**config.mk**
```make
export PLATFORM = sky130hd
export DESIGN_NAME = coh_home_ctrl
export DESIGN_NICKNAME = d
export VERILOG_FILES = /design/src/rtl/coh_pkg.sv /design/src/rtl/coh_dir_table.sv /design/src/rtl/coh_backing_mem.sv /design/src/rtl/coh_sharer_pick.sv /design/src/rtl/coh_ack_ctr.sv /design/src/rtl/coh_home_ctrl.sv
export SDC_FILE = /design/constraint.sdc
export NUM_CORES = 1
export LEC_CHECK = 0
export CORE_MARGIN = 4
export CORE_UTILIZATION = 50
export CTS_BUF_LIST = sky130_fd_sc_hd__clkbuf_2
export CTS_CLUSTER_DIAMETER = 120
export DETAILED_ROUTE_END_ITERATION = 10
export HOLD_SLACK_MARGIN = 0.02
export PLACE_DENSITY = 0.82
export SETUP_SLACK_MARGIN = 0.02
export SKIP_CTS_REPAIR_TIMING = 1
export SYNTH_ARGS = -nofsm -noshare
export SYNTH_HDL_FRONTEND = slang
export SYNTH_HIERARCHICAL = 1
export SYNTH_SLANG_ARGS = --single-unit
```
**constraint.sdc**
```tcl
create_clock -name clk -period 4.25 [get_ports clk]
set_clock_uncertainty 0.2 [all_clocks]
set_input_delay 0.6375 -clock clk [delete_from_list [all_inputs] [get_ports clk]]
set_output_delay 0.6375 -clock clk [all_outputs]
set_load 0.02 [all_outputs]
```
**src/rtl/coh_pkg.sv**
```systemverilog
package coh_pkg;
    parameter int SITES    = 4;
    parameter int BLOCKS   = 8;
    parameter int DATA_W   = 16;
    parameter int MEM_BASE = 'hA000;

    localparam int SITE_W = $clog2(SITES);
    localparam int BLK_W  = $clog2(BLOCKS);
    localparam int CNT_W  = $clog2(SITES + 1);

    typedef logic [SITE_W-1:0] site_t;
    typedef logic [BLK_W-1:0]  blk_t;
    typedef logic [DATA_W-1:0] word_t;
    typedef logic [SITES-1:0]  site_mask_t;
    typedef logic [CNT_W-1:0]  cnt_t;

    typedef enum logic [1:0] {DIR_R, DIR_W, DIR_TR, DIR_TW} dir_state_e;
    typedef enum logic [1:0] {PRB_INV = 2'd0, PRB_WB = 2'd1, PRB_FLUSH = 2'd2} prb_kind_e;
    typedef enum logic [1:0] {RSP_INV = 2'd0, RSP_WB = 2'd1, RSP_FLUSH = 2'd2} rsp_kind_e;
    typedef enum logic [1:0] {H_IDLE, H_INV, H_RECALL} home_state_e;

    typedef struct packed {
        dir_state_e st;
        logic       dirty;
        site_t      owner;
        site_mask_t sharers;
    } dir_entry_t;

    function automatic word_t mem_init(blk_t b);
        return word_t'(MEM_BASE) + word_t'(b);
    endfunction

    function automatic site_mask_t site_bit(site_t s);
        return site_mask_t'(1) << s;
    endfunction
endpackage

```
**src/rtl/coh_dir_table.sv**
```systemverilog
module coh_dir_table import coh_pkg::*; (
    input  logic       clk,
    input  logic       rst,
    input  blk_t       rd_blk,
    output dir_entry_t rd_entry,
    input  logic       wr_en,
    input  blk_t       wr_blk,
    input  dir_entry_t wr_entry
);
    dir_entry_t tbl_q [BLOCKS];

    assign rd_entry = tbl_q[rd_blk];

    always_ff @(posedge clk) begin
        if (rst) begin
            for (int i = 0; i < BLOCKS; i++)
                tbl_q[i] <= '{st: DIR_R, dirty: 1'b0, owner: '0, sharers: '0};
        end else if (wr_en) begin
            tbl_q[wr_blk] <= wr_entry;
        end
    end
endmodule

```
**src/rtl/coh_backing_mem.sv**
```systemverilog
module coh_backing_mem import coh_pkg::*; (
    input  logic  clk,
    input  logic  rst,
    input  blk_t  rd_blk,
    output word_t rd_data,
    input  logic  wr_en,
    input  blk_t  wr_blk,
    input  word_t wr_data
);
    word_t mem_q [BLOCKS];

    assign rd_data = mem_q[rd_blk];

    always_ff @(posedge clk) begin
        if (rst) begin
            for (int i = 0; i < BLOCKS; i++)
                mem_q[i] <= mem_init(blk_t'(i));
        end else if (wr_en) begin
            mem_q[wr_blk] <= wr_data;
        end
    end
endmodule

```
**src/rtl/coh_sharer_pick.sv**
```systemverilog
module coh_sharer_pick import coh_pkg::*; (
    input  site_mask_t mask,
    output logic       any,
    output site_t      first,
    output cnt_t       count
);
    always_comb begin
        first = '0;
        for (int i = SITES - 1; i >= 0; i--)
            if (mask[i]) first = site_t'(i);
        count = cnt_t'($countones(mask));
        any   = |mask;
    end
endmodule

```
**src/rtl/coh_ack_ctr.sv**
```systemverilog
module coh_ack_ctr import coh_pkg::*; (
    input  logic clk,
    input  logic rst,
    input  logic load,
    input  cnt_t load_val,
    input  logic dec,
    output cnt_t count
);
    always_ff @(posedge clk) begin
        if (rst)                   count <= '0;
        else if (load)             count <= load_val;
        else if (dec && count != 0) count <= count - cnt_t'(1);
    end
endmodule

```
**src/rtl/coh_home_ctrl.sv**
```systemverilog
module coh_home_ctrl import coh_pkg::*; (
    input  logic              clk,
    input  logic              rst,
    input  logic              req_valid,
    output logic              req_ready,
    input  logic              req_excl,
    input  logic [SITE_W-1:0] req_site,
    input  logic [BLK_W-1:0]  req_blk,
    output logic              rep_valid,
    output logic              rep_excl,
    output logic [SITE_W-1:0] rep_site,
    output logic [BLK_W-1:0]  rep_blk,
    output logic [DATA_W-1:0] rep_data,
    output logic              prb_valid,
    output logic [1:0]        prb_kind,
    output logic [SITE_W-1:0] prb_site,
    output logic [BLK_W-1:0]  prb_blk,
    input  logic              rsp_valid,
    input  logic [1:0]        rsp_kind,
    input  logic [SITE_W-1:0] rsp_site,
    input  logic [BLK_W-1:0]  rsp_blk,
    input  logic [DATA_W-1:0] rsp_data
);
    home_state_e st_q, st_d;
    blk_t        cur_blk_q;
    site_t       cur_site_q, owner_q;
    logic        cur_excl_q;
    site_mask_t  pend_q, pend_d, wait_q, wait_d;

    blk_t        lk_blk;
    dir_entry_t  rd_entry, wr_entry;
    logic        dir_we;
    word_t       mem_rd, mem_wd;
    logic        mem_we;

    site_mask_t  me_req, others;
    logic        oth_any, iss_any;
    site_t       oth_first, iss_first;
    cnt_t        oth_cnt, iss_cnt, ack_cnt;
    logic        ctr_load, ctr_dec;

    logic        acc, ack_ok, recall_ok;
    logic        rep_set, rep_excl_d, prb_set;
    site_t       rep_site_d, prb_site_d;
    word_t       rep_data_d;
    prb_kind_e   prb_kind_d;

    assign req_ready = (st_q == H_IDLE);
    assign lk_blk    = (st_q == H_IDLE) ? req_blk : cur_blk_q;
    assign me_req    = site_bit(req_site);
    assign others    = rd_entry.sharers & ~me_req;

    coh_dir_table u_dir (
        .clk(clk), .rst(rst), .rd_blk(lk_blk), .rd_entry(rd_entry),
        .wr_en(dir_we), .wr_blk(lk_blk), .wr_entry(wr_entry)
    );

    coh_backing_mem u_mem (
        .clk(clk), .rst(rst), .rd_blk(lk_blk), .rd_data(mem_rd),
        .wr_en(mem_we), .wr_blk(cur_blk_q), .wr_data(mem_wd)
    );

    coh_sharer_pick u_oth_pick (
        .mask(others), .any(oth_any), .first(oth_first), .count(oth_cnt)
    );

    coh_sharer_pick u_iss_pick (
        .mask(pend_q), .any(iss_any), .first(iss_first), .count(iss_cnt)
    );

    coh_ack_ctr u_ack (
        .clk(clk), .rst(rst), .load(ctr_load), .load_val(oth_cnt),
        .dec(ctr_dec), .count(ack_cnt)
    );

    always_comb begin
        st_d       = st_q;
        pend_d     = pend_q;
        wait_d     = wait_q;
        dir_we     = 1'b0;
        wr_entry   = rd_entry;
        mem_we     = 1'b0;
        mem_wd     = rsp_data;
        acc        = 1'b0;
        ack_ok     = 1'b0;
        recall_ok  = 1'b0;
        rep_set    = 1'b0;
        rep_excl_d = cur_excl_q;
        rep_site_d = cur_site_q;
        rep_data_d = mem_rd;
        prb_set    = 1'b0;
        prb_kind_d = PRB_INV;
        prb_site_d = iss_first;
        ctr_load   = 1'b0;
        ctr_dec    = 1'b0;

        unique case (st_q)
            H_IDLE: begin
                if (req_valid) begin
                    acc        = 1'b1;
                    rep_site_d = req_site;
                    rep_excl_d = req_excl;
                    unique case (rd_entry.st)
                        DIR_R: begin
                            dir_we = 1'b1;
                            if (!req_excl) begin
                                wr_entry.sharers = rd_entry.sharers | me_req;
                                rep_set = 1'b1;
                            end else if (!oth_any) begin
                                wr_entry = '{st: DIR_W, dirty: 1'b1, owner: req_site, sharers: me_req};
                                rep_set  = 1'b1;
                            end else begin
                                wr_entry.st = DIR_TR;
                                pend_d      = others;
                                wait_d      = others;
                                ctr_load    = 1'b1;
                                st_d        = H_INV;
                            end
                        end
                        DIR_W: begin
                            if (rd_entry.owner == req_site || !rd_entry.dirty) begin
                                rep_set = 1'b1;
                            end else begin
                                dir_we      = 1'b1;
                                wr_entry.st = DIR_TW;
                                prb_set     = 1'b1;
                                prb_kind_d  = req_excl ? PRB_FLUSH : PRB_WB;
                                prb_site_d  = rd_entry.owner;
                                st_d        = H_RECALL;
                            end
                        end
                        default: ;
                    endcase
                end
            end
            H_INV: begin
                if (iss_any) begin
                    prb_set = 1'b1;
                    pend_d  = pend_q & ~site_bit(iss_first);
                end
                ack_ok = rsp_valid && (rsp_kind == RSP_INV) && (rsp_blk == cur_blk_q)
                         && wait_q[rsp_site] && !pend_q[rsp_site];
                if (ack_ok) begin
                    ctr_dec = 1'b1;
                    wait_d  = wait_q & ~site_bit(rsp_site);
                    if (ack_cnt == cnt_t'(1)) begin
                        dir_we     = 1'b1;
                        wr_entry   = '{st: DIR_W, dirty: 1'b1, owner: cur_site_q,
                                       sharers: site_bit(cur_site_q)};
                        rep_set    = 1'b1;
                        rep_excl_d = 1'b1;
                        st_d       = H_IDLE;
                    end
                end
            end
            H_RECALL: begin
                recall_ok = rsp_valid && (rsp_site == owner_q) && (rsp_blk == cur_blk_q)
                            && (rsp_kind == (cur_excl_q ? RSP_FLUSH : RSP_WB));
                if (recall_ok) begin
                    mem_we     = 1'b1;
                    dir_we     = 1'b1;
                    rep_set    = 1'b1;
                    rep_data_d = rsp_data;
                    if (cur_excl_q)
                        wr_entry = '{st: DIR_W, dirty: 1'b1, owner: cur_site_q,
                                     sharers: site_bit(cur_site_q)};
                    else
                        wr_entry = '{st: DIR_R, dirty: 1'b0, owner: '0,
                                     sharers: site_bit(owner_q) | site_bit(cur_site_q)};
                    st_d = H_IDLE;
                end
            end
            default: st_d = H_IDLE;
        endcase
    end

    always_ff @(posedge clk) begin
        if (rst) begin
            st_q       <= H_IDLE;
            pend_q     <= '0;
            wait_q     <= '0;
            cur_blk_q  <= '0;
            cur_site_q <= '0;
            cur_excl_q <= 1'b0;
            owner_q    <= '0;
            rep_valid  <= 1'b0;
            rep_excl   <= 1'b0;
            rep_site   <= '0;
            rep_blk    <= '0;
            rep_data   <= '0;
            prb_valid  <= 1'b0;
            prb_kind   <= '0;
            prb_site   <= '0;
            prb_blk    <= '0;
        end else begin
            st_q      <= st_d;
            pend_q    <= pend_d;
            wait_q    <= wait_d;
            rep_valid <= rep_set;
            prb_valid <= prb_set;
            if (acc) begin
                cur_blk_q  <= req_blk;
                cur_site_q <= req_site;
                cur_excl_q <= req_excl;
                owner_q    <= rd_entry.owner;
            end
            if (rep_set) begin
                rep_excl <= rep_excl_d;
                rep_site <= rep_site_d;
                rep_blk  <= lk_blk;
                rep_data <= rep_data_d;
            end
            if (prb_set) begin
                prb_kind <= prb_kind_d;
                prb_site <= prb_site_d;
                prb_blk  <= lk_blk;
            end
        end
    end
endmodule

```
Word level (Yosys, flattened, before mapping)

Memories as Yosys holds them, arrays and structs flattened.
Index checks and enable logic that the tools add are counted.

Equality and inequality tests: 20
Reductions and logical operators: 24
Shifts and indexed selects: 5
Bitwise logic cells: 8
Add/subtract/negate cells: 4
Mux-type cells: 100
$lt $le $gt $ge: 1

Operators by type and width:

| kind                  | number |
|---|---|
| $mux W2               | 25 |
| $mux W16              | 3 |
| $mux W9               | 5 |
| $mux W1               | 37 |
| $mux W4               | 7 |
| $pmux W9 S3           | 1 |
| $shl A1 B2 Y4 const A | 5 |
| $pmux W4 S2           | 2 |
| $reduce_or A16 Y1     | 1 |
| $mux W3               | 5 |
| $mux W7               | 2 |
| $and A4 B4 Y4         | 3 |
| $not A4 Y4            | 3 |
| $reduce_and A6 Y1     | 2 |
| $ne A2 B2 Y1 const B  | 5 |
| $ne A3 B3 Y1 const B  | 3 |
| $reduce_or A9 Y1      | 1 |
| $logic_and A1 B1 Y1   | 8 |
| $mux W8               | 1 |
| $or A4 B4 Y4          | 2 |
| $pmux W1 S2           | 4 |
| $pmux W2 S2           | 2 |
| $reduce_and A8 Y1     | 1 |
| $reduce_or A4 Y1      | 2 |
| 20 further kinds      | 32 |

Output and inout bits: 32
Bits in writable memories: 200
Input bits: 33
Bits in registers: 52
Memories: 2
Logic and storage cells: 181

Memories:

| name        | depth | width | rd ports | clocked after memory_dff | write ports | RTL line              | text |
|---|---|---|---|---|---|---|---|
| u_mem.mem_q | 8     | 16    | 1        | 0                        | 8           | coh_backing_mem.sv:10 | `word_t mem_q [BLOCKS];` |
| u_dir.tbl_q | 8     | 9     | 1        | 0                        | 8           | coh_dir_table.sv:10   | `dir_entry_t tbl_q [BLOCKS];` |

Longest topological paths before layout

An unclocked memory read counts as a cell.

Word-level depth: 14
Gate-level depth with buffers: 18
Depth with buffers taken out: 15

By module

The synthesis kept the hierarchy.

Modules (own cells, without submodules):

| module          | seq. area each (sq um) | cells each | instances | area an instance (sq um) |
|---|---|---|---|---|
| coh_backing_mem | 3843.7                 | 368        | 1         | 5868.1 |
| coh_dir_table   | 2162.1                 | 216        | 1         | 3342.0 |
| coh_home_ctrl   | 980.9                  | 336        | 1         | 2732.6 |
| coh_sharer_pick | 0.0                    | 14         | 2         | 103.8 |
| coh_ack_ctr     | 60.1                   | 21         | 1         | 182.7 |

Least setup slack after synthesis

Ideal clock, no wire load.

Kind: register -> register
From: reg st_q[1]
To: mem u_dir/tbl_q[0][0] (netlist bit), enable pin
Setup slack: -0.501 ns
Data arrival time: 4.174 ns
Data required time: 3.673 ns
Library setup time: 0.377 ns
Period minus slack after synthesis: 4.751 ns
Stages on the path, launching flop included: 15
Buffers on the path: 5
Cells stage by stage: dfxtp_1 buf_2 nor2_2 mux2_2 buf_6 buf_12 mux4_1 mux2_2 or4b_4 a21oi_1 or3_1 or3b_2 clkbuf_1 buf_2 o21bai_1

RTL lines:

| element                | RTL line             | text |
|---|---|---|
| from (decl)            | coh_home_ctrl.sv:24  | `home_state_e st_q, st_d;` |
| from (signal assigned) | coh_home_ctrl.sv:196 | `st_q <= st_d;` |
| to (decl)              | coh_dir_table.sv:10  |  |

==> impl_results.rst <==
.. list-table::
   :header-rows: 1

   * - Metric
     - Value
   * - Number of antenna-violating nets in the routed design
     - 0
   * - Core region area
     - approximately 24000 µm²
   * - Result of the run
     - completed
   * - Initial Util
     - 0.505
   * - Number of clock sinks
     - roughly 250
   * - Clock slew at reported path FFs
     - 0.11 ns
   * - Placed standard-cell area
     - 13700 µm²
   * - Number of instances in the synthesized netlist
     - between 900 and 1k
   * - Global-route congestion overflow total
     - 0
   * - Maximum level of the CTS H-tree
     - 2
   * - Required time of the critical path
     - around 4.7 ns
   * - Share of post-route cells with drive strength above 1
     - 0.205
   * - TritonRoute pass-1 iters
     - 5
   * - Cell type of the slowest stage on the worst timing path
     - sky130_fd_sc_hd__mux4_1
   * - Share of the clock period used by the worst path after layout
     - 0.982
   * - Die span in x
     - 165 µm
   * - Cells along the critical path
     - nor2_4 -> mux2_4 -> mux4_1 -> mux2_4 -> nor2b_4 -> inv_2 -> ha_4 -> nand2_2 -> nand2b_4 -> or3_4 -> nor3_4 -> buf_12 -> nor4_1 -> a21oi_1 -> clkinv_1 -> nor3_1
   * - Max-Slew Margin vs Limit
     - 0.453
   * - Number of top-level design ports
     - 65
   * - Standby leakage power
     - ~5 nW
   * - Drt initial violations
     - between 900 and 1k
   * - Total Negative Setup Slacks
     - 0 ns
   * - Vias in the first global route
     - between 9k and 10k
   * - Avg Vias per Cell
     - 6.20
   * - Hold/Removal Path Class
     - input pin to flop
   * - Routed vias
     - roughly 9k
   * - Stage delay of the slowest cell on the critical path
     - about 0.64 ns
   * - Vert. Die Dim
     - around 160 µm
   * - Post-synthesis to final-layout area growth
     - 15.9%
   * - Worst skew pair latency
     - between 0.8 and 0.9 ns
   * - Area of combinational cells with multiple inputs
     - 4740 µm²
   * - Final hold violations
     - 0
   * - Area of the mapped netlist
     - 12300 µm²
   * - Die area
     - roughly 27000 µm²
   * - DRC
     - 0
   * - Number of max-cap violations
     - 0
   * - Achievable clock frequency
     - 240 MHz
   * - First-pass GRT wire length
     - between 40000 and 50000 µm
   * - Initial antenna violation count
     - 1
   * - Most used cell along the critical path
     - sky130_fd_sc_hd__mux2_4
   * - Final cell area excluding filler cells
     - 14200 µm²
   * - RSZ-0062 raised after global routing
     - no
   * - Crit start category
     - flop
   * - Largest fanout on the critical path
     - 16
   * - Data arrival time of the worst path
     - around 4.7 ns
   * - Pin count of the biggest net entering global routing
     - 45
   * - Worst Tran Pin Value
     - between 0.8 and 0.9 ns
   * - Number of warnings issued by yosys
     - 6
   * - Number of buffers created by CTS
     - 55
   * - Count of port buffers added during placement
     - 64
   * - Final count of pins violating max slew
     - 0
   * - Power density relative to cell area
     - roughly 390 nW/µm²
   * - Placement row count
     - 57
   * - Post-layout min period
     - between 4 and 5 ns
   * - Category of the worst setup path capture point
     - flop
   * - Final cell count without fillers
     - between 1k and 1.5k
   * - IR drop worst, VDD
     - approximately 0.17 mV
   * - Half-perimeter wire length after detailed placement
     - 20300 µm
   * - Placed Cells incl. Taps
     - ~1.4k
   * - Synthesized net count
     - around 1.0k
   * - Total Routed Length
     - between 30000 and 40000 µm
   * - Root buffer cell
     - sky130_fd_sc_hd__clkbuf_2
   * - Setup-failing EPs final
     - 0
   * - Average size of a mapped cell
     - roughly 13 µm²
   * - Routability cong.
     - 0.922
   * - Path type of the worst setup path
     - flop to flop
   * - Maximum buffer depth of the clock tree
     - 3
   * - Number of nets in the layout
     - 1128
   * - Reg area
     - approximately 7000 µm²
   * - Total track usage
     - 0.226
   * - Fill cell instance count of the final layout
     - 1844
   * - Clock tree from TritonCTS
     - done
   * - Detailed-route wire length per cell
     - approximately 21 µm
stage by stage:
stage	setup WS [ns]	total power [W]	hold WS, ns	util
2_1_floorplan	0.0227	0.00365	0.266	-
3_3_place_gp	-0.421	0.00407	0.279	0.565
3_5_place_dp	-0.636	0.00412	0.288	0.565
4_1_cts	0.00633	0.00552	-0.000813	0.585
5_1_grt	0.0335	0.00577	0.0286	0.586
6_report	0.0767	0.00551	0.0351	0.586
where the power goes:
group,switching (W),leakage (nW),internal (W)
Clock,0.000917,0.373,0.000511
Sequential,0.0000680,2.39,0.00278
Combinational,0.000700,2.24,0.000540
Total,0.00168,5.00,0.00383
per-layer routing:
layer	GRT usage	routed length, µm	part of all wire
met5	0	0	0
met4	0.0870	816	0.027
met3	0.0492	3280	0.11
met2	0.373	15000	0.49
met1	0.293	11600	0.38
final timing paths:
path | from | end | slack [ns] | depth (start not counted)
max | st_q[0]$_SDFFE_PP0P_ | u_dir/tbl_q[7][6]$_SDFFCE_PN0P_ | 0.08 | 16
min | rst | cur_blk_q[2]$_SDFFE_PP0P_ | 0.04 | 2
max reg2reg | st_q[0]$_SDFFE_PP0P_ | u_dir/tbl_q[7][6]$_SDFFCE_PN0P_ | 0.08 | 16
min reg2reg | prb_blk[0]$_SDFFE_PP0P_ | prb_blk[0]$_SDFFE_PP0P_ | 0.30 | 2
state kept, by name, summed over array words and instances, names as in the netlist, 2 cells and up:
signal	count
u_mem/mem_q	128
u_dir/tbl_q	72
rep_blk	3
u_ack/count	3
prb_site	2
cur_blk_q	3
rep_data	16
prb_kind	2
prb_blk	3
owner_q	2
st_q	2
cur_site_q	2
wait_q	4
pend_q	4
rep_site	2
worst max-delay path, delay by kind of cell, from the launching register on:
family | cells | cell delay [ns]
multiplexers | 3 | 1.31
AND/OR/NAND/NOR | 8 | 1.26
buffers and inverters | 3 | 0.52
flip-flops | 1 | 0.41
AO/OA/AOI/OAI | 1 | 0.16
adder cells (fa/ha/maj) | 1 | 0.12
placed cells by master (no fill, tap or decap), types with 4 or more instances in the layout:
| cell type | count |
|---|---|
| sky130_fd_sc_hd__xor2_1 | 4 |
| sky130_fd_sc_hd__nand4_1 | 5 |
| sky130_fd_sc_hd__a21oi_1 | 25 |
| sky130_fd_sc_hd__nand3b_1 | 6 |
| sky130_fd_sc_hd__buf_4 | 84 |
| sky130_fd_sc_hd__nand2b_1 | 12 |
| sky130_fd_sc_hd__dfxtp_1 | 52 |
| sky130_fd_sc_hd__nor3_1 | 180 |
| sky130_fd_sc_hd__ha_1 | 5 |
| sky130_fd_sc_hd__xnor2_1 | 4 |
| sky130_fd_sc_hd__nand2_1 | 44 |
| sky130_fd_sc_hd__mux2_2 | 26 |
| sky130_fd_sc_hd__o21bai_1 | 10 |
| sky130_fd_sc_hd__clkdlybuf4s50_1 | 63 |
| sky130_fd_sc_hd__buf_12 | 4 |
| sky130_fd_sc_hd__nor2b_1 | 6 |
| sky130_fd_sc_hd__nor4b_1 | 4 |
| sky130_fd_sc_hd__o21bai_4 | 4 |
| sky130_fd_sc_hd__and2_1 | 6 |
| sky130_fd_sc_hd__a211oi_1 | 5 |
| sky130_fd_sc_hd__clkbuf_2 | 80 |
| sky130_fd_sc_hd__mux4_1 | 50 |
| sky130_fd_sc_hd__a311oi_1 | 17 |
| sky130_fd_sc_hd__edfxtp_1 | 200 |
| sky130_fd_sc_hd__mux2i_1 | 4 |
| sky130_fd_sc_hd__a211o_1 | 4 |
| sky130_fd_sc_hd__nor2_1 | 34 |
| sky130_fd_sc_hd__inv_1 | 25 |
| sky130_fd_sc_hd__a31oi_1 | 6 |
| sky130_fd_sc_hd__o311ai_0 | 4 |
| sky130_fd_sc_hd__nor4_1 | 23 |
| sky130_fd_sc_hd__or3_1 | 31 |
| sky130_fd_sc_hd__clkinv_1 | 36 |
| sky130_fd_sc_hd__o21ai_0 | 6 |
layout make-up:
cell class | instances | share of cell area
repair buffers | 152 | 0.0948
clock inverters | 21 | 0.00599
flip-flops and latches | 252 | 0.496
multi-input cells | 580 | 0.334
clock buffers | 80 | 0.0282
well taps | 324 | 0.0285
diodes | 1 | 0.000176
inverters | 47 | 0.0126
No activity file was read; power rests on OpenSTA's default activity.
